<file path="src/rtl/dpwm_pkg.sv">
package dpwm_pkg;

  typedef enum logic [1:0] {
    OUT_OFF     = 2'd0,
    OUT_OFF_ALT = 2'd1,
    OUT_DIRECT  = 2'd2,
    OUT_COMPL   = 2'd3
  } out_mode_e;

  typedef enum logic [1:0] {
    RA_CTRL   = 2'd0,
    RA_PERIOD = 2'd1,
    RA_CMP_A  = 2'd2,
    RA_CMP_B  = 2'd3
  } reg_addr_e;

  // Field order is the control register bit order, MSB first.
  typedef struct packed {
    logic [2:0] clk_sel;     // [8:6]
    logic       load_at_top; // [5]
    logic       top_from_a;  // [4]
    out_mode_e  mode_b;      // [3:2]
    out_mode_e  mode_a;      // [1:0]
  } ctrl_t;

  localparam int CTRL_W = $bits(ctrl_t);
  localparam int ADDR_W = 2;
  localparam int NUM_CH = 2;

  // log2 of the divide ratio for each clock-select code
  function automatic int unsigned psc_shift(input logic [2:0] sel);
    case (sel)
      3'd0:    return 0;
      3'd1:    return 3;
      3'd2:    return 6;
      3'd3:    return 8;
      default: return 10;
    endcase
  endfunction

endpackage

</file>
<file path="src/rtl/dpwm_prescaler.sv">
module dpwm_prescaler
  import dpwm_pkg::*;
#(
  parameter int PSC_W = 10
) (
  input  logic       clk,
  input  logic       rst_n,
  input  logic       en,
  input  logic [2:0] clk_sel,
  output logic       tick
);

  logic [PSC_W-1:0] psc_q;
  logic [PSC_W-1:0] mask;
  int unsigned      shift;

  always_comb begin
    shift = psc_shift(clk_sel);
    for (int i = 0; i < PSC_W; i++) begin
      mask[i] = (i < int'(shift));
    end
  end

  // A tick fires when every divider bit below the chosen ratio is one.
  assign tick = en && ((psc_q & mask) == mask);

  always_ff @(posedge clk or negedge rst_n) begin
    if (!rst_n) begin
      psc_q <= '0;
    end else if (!en) begin
      psc_q <= '0;
    end else begin
      psc_q <= psc_q + 1'b1;
    end
  end

endmodule

</file>
<file path="src/rtl/dpwm_regs.sv">
module dpwm_regs
  import dpwm_pkg::*;
#(
  parameter int CNT_W   = 16,
  parameter int TOP_MIN = 3
) (
  input  logic              clk,
  input  logic              rst_n,
  input  logic              en,
  input  logic              load_evt,
  input  logic              wr_en,
  input  logic [ADDR_W-1:0] wr_addr,
  input  logic [CNT_W-1:0]  wr_data,
  output ctrl_t             ctrl,
  output logic [CNT_W-1:0]  top_act,
  output logic [CNT_W-1:0]  cmp_a_act,
  output logic [CNT_W-1:0]  cmp_b_act
);

  localparam logic [CNT_W-1:0] TOP_FLOOR = CNT_W'(TOP_MIN);

  ctrl_t            ctrl_q;
  logic [CNT_W-1:0] period_q;
  logic [CNT_W-1:0] cmp_a_q;
  logic [CNT_W-1:0] cmp_b_q;
  logic [CNT_W-1:0] top_src;
  logic [CNT_W-1:0] top_next;
  logic             take_shadow;

  assign ctrl        = ctrl_q;
  assign top_src     = ctrl_q.top_from_a ? cmp_a_q : period_q;
  assign top_next    = (top_src < TOP_FLOOR) ? TOP_FLOOR : top_src;
  assign take_shadow = !en || load_evt;

  // shadow registers: written straight from the port
  always_ff @(posedge clk or negedge rst_n) begin
    if (!rst_n) begin
      ctrl_q   <= '0;
      period_q <= '1;
      cmp_a_q  <= '0;
      cmp_b_q  <= '0;
    end else if (wr_en) begin
      case (reg_addr_e'(wr_addr))
        RA_CTRL:   ctrl_q   <= ctrl_t'(wr_data[CTRL_W-1:0]);
        RA_PERIOD: period_q <= wr_data;
        RA_CMP_A:  cmp_a_q  <= wr_data;
        RA_CMP_B:  cmp_b_q  <= wr_data;
        default:   ;
      endcase
    end
  end

  // live registers: copied at the load point, or every clock when stopped
  always_ff @(posedge clk or negedge rst_n) begin
    if (!rst_n) begin
      top_act   <= '1;
      cmp_a_act <= '0;
      cmp_b_act <= '0;
    end else if (take_shadow) begin
      top_act   <= top_next;
      cmp_a_act <= cmp_a_q;
      cmp_b_act <= cmp_b_q;
    end
  end

endmodule

</file>
<file path="src/rtl/dpwm_counter.sv">
module dpwm_counter #(
  parameter int CNT_W = 16
) (
  input  logic             clk,
  input  logic             rst_n,
  input  logic             tick,
  input  logic             load_at_top,
  input  logic [CNT_W-1:0] top,
  output logic [CNT_W-1:0] cnt,
  output logic             down,
  output logic             hit_top,
  output logic             hit_bot,
  output logic             load_evt,
  output logic             top_stb,
  output logic             bot_stb
);

  logic [CNT_W-1:0] cnt_q, cnt_n;
  logic             down_q, down_n;

  // down_q marks that the present value was reached by a decrement
  always_comb begin
    cnt_n  = cnt_q;
    down_n = down_q;
    if (tick) begin
      if (!down_q) begin
        if (cnt_q >= top) begin
          cnt_n  = cnt_q - 1'b1;
          down_n = 1'b1;
        end else begin
          cnt_n = cnt_q + 1'b1;
        end
      end else begin
        if (cnt_q == '0) begin
          cnt_n  = cnt_q + 1'b1;
          down_n = 1'b0;
        end else begin
          cnt_n = cnt_q - 1'b1;
        end
      end
    end
  end

  assign hit_top  = tick && !down_n && (cnt_n == top);
  assign hit_bot  = tick && (cnt_n == '0);
  assign load_evt = load_at_top ? hit_top : hit_bot;
  assign cnt      = cnt_q;
  assign down     = down_q;

  always_ff @(posedge clk or negedge rst_n) begin
    if (!rst_n) begin
      cnt_q   <= '0;
      down_q  <= 1'b0;
      top_stb <= 1'b0;
      bot_stb <= 1'b0;
    end else begin
      cnt_q   <= cnt_n;
      down_q  <= down_n;
      top_stb <= hit_top;
      bot_stb <= hit_bot;
    end
  end

endmodule

</file>
<file path="src/rtl/dpwm_channel.sv">
module dpwm_channel
  import dpwm_pkg::*;
#(
  parameter int CNT_W = 16
) (
  input  out_mode_e        mode,
  input  logic [CNT_W-1:0] cnt,
  input  logic             down,
  input  logic [CNT_W-1:0] cmp,
  input  logic [CNT_W-1:0] top,
  output logic             pwm
);

  // Direct-mode level: low at threshold 0, high at or above the ceiling,
  // otherwise cleared on the rising match and set on the falling match.
  function automatic logic direct_level(
    input logic [CNT_W-1:0] c,
    input logic             dn,
    input logic [CNT_W-1:0] th,
    input logic [CNT_W-1:0] tp
  );
    if (th == '0)      return 1'b0;
    else if (th >= tp) return 1'b1;
    else if (dn)       return (c <= th);
    else               return (c < th);
  endfunction

  logic level;

  assign level = direct_level(cnt, down, cmp, top);

  always_comb begin
    case (mode)
      OUT_DIRECT: pwm = level;
      OUT_COMPL:  pwm = !level;
      default:    pwm = 1'b0;
    endcase
  end

endmodule

</file>
<file path="src/rtl/dpwm_timer.sv">
module dpwm_timer
  import dpwm_pkg::*;
#(
  parameter int CNT_W   = 16,
  parameter int PSC_W   = 10,
  parameter int TOP_MIN = 3
) (
  input  logic              clk,
  input  logic              rst_n,
  input  logic              en,
  input  logic              wr_en,
  input  logic [ADDR_W-1:0] wr_addr,
  input  logic [CNT_W-1:0]  wr_data,
  output logic              pwm_a,
  output logic              pwm_b,
  output logic              top_stb,
  output logic              bot_stb
);

  ctrl_t            ctrl;
  logic             tick;
  logic             hit_top;
  logic             hit_bot;
  logic             load_evt;
  logic             down;
  logic [CNT_W-1:0] cnt;
  logic [CNT_W-1:0] top_act;
  logic [CNT_W-1:0] cmp_a_act;
  logic [CNT_W-1:0] cmp_b_act;

  logic [NUM_CH-1:0][CNT_W-1:0] ch_cmp;
  out_mode_e                    ch_mode [NUM_CH];
  logic [NUM_CH-1:0]            ch_pwm;

  dpwm_prescaler #(.PSC_W(PSC_W)) u_psc (
    .clk     (clk),
    .rst_n   (rst_n),
    .en      (en),
    .clk_sel (ctrl.clk_sel),
    .tick    (tick)
  );

  dpwm_regs #(.CNT_W(CNT_W), .TOP_MIN(TOP_MIN)) u_regs (
    .clk       (clk),
    .rst_n     (rst_n),
    .en        (en),
    .load_evt  (load_evt),
    .wr_en     (wr_en),
    .wr_addr   (wr_addr),
    .wr_data   (wr_data),
    .ctrl      (ctrl),
    .top_act   (top_act),
    .cmp_a_act (cmp_a_act),
    .cmp_b_act (cmp_b_act)
  );

  dpwm_counter #(.CNT_W(CNT_W)) u_cnt (
    .clk         (clk),
    .rst_n       (rst_n),
    .tick        (tick),
    .load_at_top (ctrl.load_at_top),
    .top         (top_act),
    .cnt         (cnt),
    .down        (down),
    .hit_top     (hit_top),
    .hit_bot     (hit_bot),
    .load_evt    (load_evt),
    .top_stb     (top_stb),
    .bot_stb     (bot_stb)
  );

  assign ch_cmp[0]  = cmp_a_act;
  assign ch_cmp[1]  = cmp_b_act;
  assign ch_mode[0] = ctrl.mode_a;
  assign ch_mode[1] = ctrl.mode_b;

  for (genvar g = 0; g < NUM_CH; g++) begin : g_ch
    dpwm_channel #(.CNT_W(CNT_W)) u_ch (
      .mode (ch_mode[g]),
      .cnt  (cnt),
      .down (down),
      .cmp  (ch_cmp[g]),
      .top  (top_act),
      .pwm  (ch_pwm[g])
    );
  end

  assign pwm_a = ch_pwm[0];
  assign pwm_b = ch_pwm[1];

endmodule

</file>
<file path="config.mk">
export PLATFORM = sky130hd
export DESIGN_NAME = dpwm_timer
export DESIGN_NICKNAME = d
export VERILOG_FILES = /design/src/rtl/dpwm_pkg.sv /design/src/rtl/dpwm_prescaler.sv /design/src/rtl/dpwm_regs.sv /design/src/rtl/dpwm_counter.sv /design/src/rtl/dpwm_channel.sv /design/src/rtl/dpwm_timer.sv
export SDC_FILE = /design/constraint.sdc
export NUM_CORES = 1
export LEC_CHECK = 0
export ABC_CLOCK_PERIOD_IN_PS = 7100
export BUFFER_PORTS_ARGS = -buffer_cell sky130_fd_sc_hd__buf_2
export CORE_ASPECT_RATIO = 0.75
export CORE_MARGIN = 2
export CORE_UTILIZATION = 60
export CTS_CLUSTER_DIAMETER = 200
export CTS_CLUSTER_SIZE = 24
export DETAILED_ROUTE_END_ITERATION = 10
export GPL_TIMING_DRIVEN = 0
export PLACE_DENSITY_LB_ADDON = 0.15
export SYNTH_ARGS = -nofsm -noshare
export SYNTH_HDL_FRONTEND = slang
export SYNTH_HIERARCHICAL = 1
export SYNTH_SLANG_ARGS = --single-unit
</file>
<file path="constraint.sdc">
create_clock -name clk -period 7.1 [get_ports clk]
set_input_delay 0.71 -clock clk [delete_from_list [all_inputs] [get_ports clk]]
set_output_delay 0.71 -clock clk [all_outputs]
set_load 0.005 [all_outputs]
</file>
==> run metrics <==
fin cells 1,120; ANT cells 0; vias per inst 6.43; Hold WC Path Type in2async; critical path peak fanout 10; Port Buf Inserts 25; # fillers 1,098; final critical-path share of the clock period 0.897; top post-synthesis cells by area dfrtp_1, ha_1, mux2_2; Post-Syn Nets 968; Worst path max stage delay 0.78 ns; Final Max Tran Viols 0; die width 143 um; core box area 0.0143 sq mm; Main synth FF type dfrtp_1; slew at the pin with the worst max-slew slack 1.08 ns; largest net degree at the start of global routing 103; max cap viols 0; Async SR Flop Fraction 1.00; CTS root buf clkbuf_16; Post-synth EDFFs 0; Worst Setup Start Kind register; syn_area_per_cell 10.1 sq um; DRC violation count after routing 0; Clock Skew 0.0211 ns; number of routed nets with antenna violations 0; die height 108 um; FP Rows 38; placed cell count 1,088; Critical Path, Cell by Cell clkbuf_1 -> inv_1 -> ha_1 -> nand2b_1 -> a2111oi_0 -> o32a_1 -> a21o_1 -> clkbuf_1 -> nor2_1 -> a211oi_1 -> nor4bb_1 -> nand4b_1 -> o32ai_2 -> nor2b_1 -> clkbuf_1 -> a311o_2 -> o221a_2; Synth cell types 71; clk buf depth 2; Post-Syn Area 0.00870 sq mm; Worst Setup End Kind register; most frequent CP cell clkbuf_1; Clk Latency, worst-skew pair 0.42 ns; TritonCTS Buffers 17; die area 0.0155 sq mm; fmax 157 MHz; Arr. time, crit path 6.71 ns; total wire length 25,600 um; top cell type's share of synthesized area 0.293; Worst-path clk slew 0.07 ns; post-cts resize count 0; total track usage 0.341; clock sink total 134; RSZ-0062 raised after global routing no; vias in the first global route 6,873; Relative slew margins 0.276; H-tree depth 4; drt first-iter violations 780; Pre-Repair DR Iteration Count 5; count leader, synth dfrtp_1; post-synthesis sequential area ratio 0.390; post-synthesis compound-gate area fraction 0.114; synth cell count leaders dfrtp_1, inv_1, mux2_2; Worst Path Class, Setup reg2reg; first-pass GRT wire length 39,000 um; Top Ports 26; synth warn 6; wire per inst 22.8 um; setup violators final 0; layout cell share with drive strength beyond 1 0.227; outcome finished clean; placer congestion estimate 0.967; Final Hold Viols 0; slowest CP cell a2111oi_0; xor-xnor portion of the synthesized cell area 0.0355; mux cell area share after synthesis 0.140; reg-to-reg startpoint u_cnt/cnt[0]; top cell type by total area after synthesis dfrtp_1; largest family of logic cells by synthesized area simple AND/OR/NAND/NOR gates; CTS Hold Bufs 0; Layout area overhead 11.4%; initial antenna violation count 0; GRT overflow 0; crit path from u_cnt/cnt[0]; #FFs+latches synth 134; TNS Setup 0 ns; Post-Synth Adder-Cell Area 0.121; setup bufs post-CTS 0; Req. time, crit path 7.44 ns; Nets 1,013; Initial Utilization 0.608; crit path time final 6.37 ns; Gate Count Post-Synth 862; Peak VDD IR 0.194 mV; Lkg Pwr 4.36 nW; HPWL after detailed placement 19,500 um; via count 7,206; Post-Synth Simple-Gate Area 0.143; Power per Cell Area 314 mW/mm^2; TritonCTS clock tree yes
[metrics by stage]
step                power [mW]  cell area, sq um  utilization  hold WS, ns  setup WS, ns
finish                    3.04              9690        0.677        0.181         0.729
global route              3.20              9690        0.677        0.192         0.620
CTS                       3.01              9690        0.677        0.179          1.08
detailed placement        2.12              9110        0.637        0.474          1.14
global placement          2.06              9080        0.634        0.468          1.30
floorplan                 1.77              8700            -        0.414          2.30
[logic make-up (layout without fill, tap and decap cells)]
group           count (synthesis)  count (layout)
compound gates                146             146
fa+ha+maj                      84              84
buf+inv                       127             185
mux                           110             110
flops                         134             134
simple gates                  232             232
xor+xnor                       29              29
[layout by cell type, fill, tap and decap left out, drive strengths merged, types with 4 or more instances in the layout]
cell type,n
clkbuf,38
xnor2,14
buf,36
nand2,51
a21oi,44
inv,105
nor3,19
nand2b,8
a21o,5
mux2,90
nor4,18
or2,4
nand3,23
o21a,8
or3,10
xor2,11
o31ai,4
and4,6
and3,6
a2111oi,6
a211oi,15
nand4,17
nand3b,4
a31oi,5
o21ai,31
ha,84
nor2,40
dfstp,32
dfrtp,102
mux2i,20
or4,12
xnor3,4
and2,5
[layer usage]
| metal | vias up | wire, um | GRT usage |
|---|---|---|---|
| met5 | - | 63 | 0.0329 |
| met4 | 2 | 490 | 0.0884 |
| met3 | 48 | 3170 | 0.117 |
| met2 | 390 | 10600 | 0.478 |
| met1 | 3557 | 11200 | 0.501 |
| li1 | 3209 | - | - |
[critical path, delay by kind of cell, from the launching register on]
kind            cells  cell delay, ns
fa+ha+maj           1            0.30
compound gates      7            2.84
flops               1            0.41
buf+inv             4            1.35
simple gates        5            1.37
[where the power goes]
part           leakage (nW)  switching [mW]  total (mW)  internal (mW)
Clock                 0.283           0.386       0.885          0.499
Sequential             1.58           0.238        1.18          0.943
Combinational          2.49           0.551       0.978          0.427
Total                  4.36            1.17        3.04           1.87
[worst paths after layout]
| path | slack (ns) | cells after the start | to |
|---|---|---|---|
| min | 0.18 | 1 | u_psc/psc_q[6] |
| min in group clk | 0.50 | 1 | u_regs/cmp_b_act[14] |
| max in group asynchronous | 6.12 | 2 | u_regs/period_q[2] |
| min reg2reg | 0.50 | 1 | u_regs/cmp_b_act[14] |
| max | 0.73 | 17 | u_regs/top_act[1] |
| max reg2reg | 0.73 | 17 | u_regs/top_act[1] |
[cell type report]
| class | instances | area (sq um) | area share |
|---|---|---|---|
| well taps | 200 | 250 | 0.0258 |
| clock buffers | 17 | 425 | 0.0439 |
| multi-input cells | 601 | 4810 | 0.497 |
| repair buffers | 26 | 159 | 0.0164 |
| flip-flops and latches | 134 | 3390 | 0.350 |
| plain buffers | 31 | 134 | 0.0138 |
| clock inverters | 15 | 156 | 0.0161 |
| inverters | 96 | 360 | 0.0372 |
[registers in the layout (all words and copies together), names as in the netlist]
signal and flops:
u_cnt/bot_stb 1, u_cnt/cnt 16, u_cnt/down 1, u_cnt/top_stb 1, u_psc/psc_q 10, u_regs/cmp_a_act 16, u_regs/cmp_a_q 16, u_regs/cmp_b_act 16
u_regs/cmp_b_q 16, u_regs/ctrl 9, u_regs/period_q 16, u_regs/top_act 16
No activity file was read; power rests on OpenSTA's default activity.
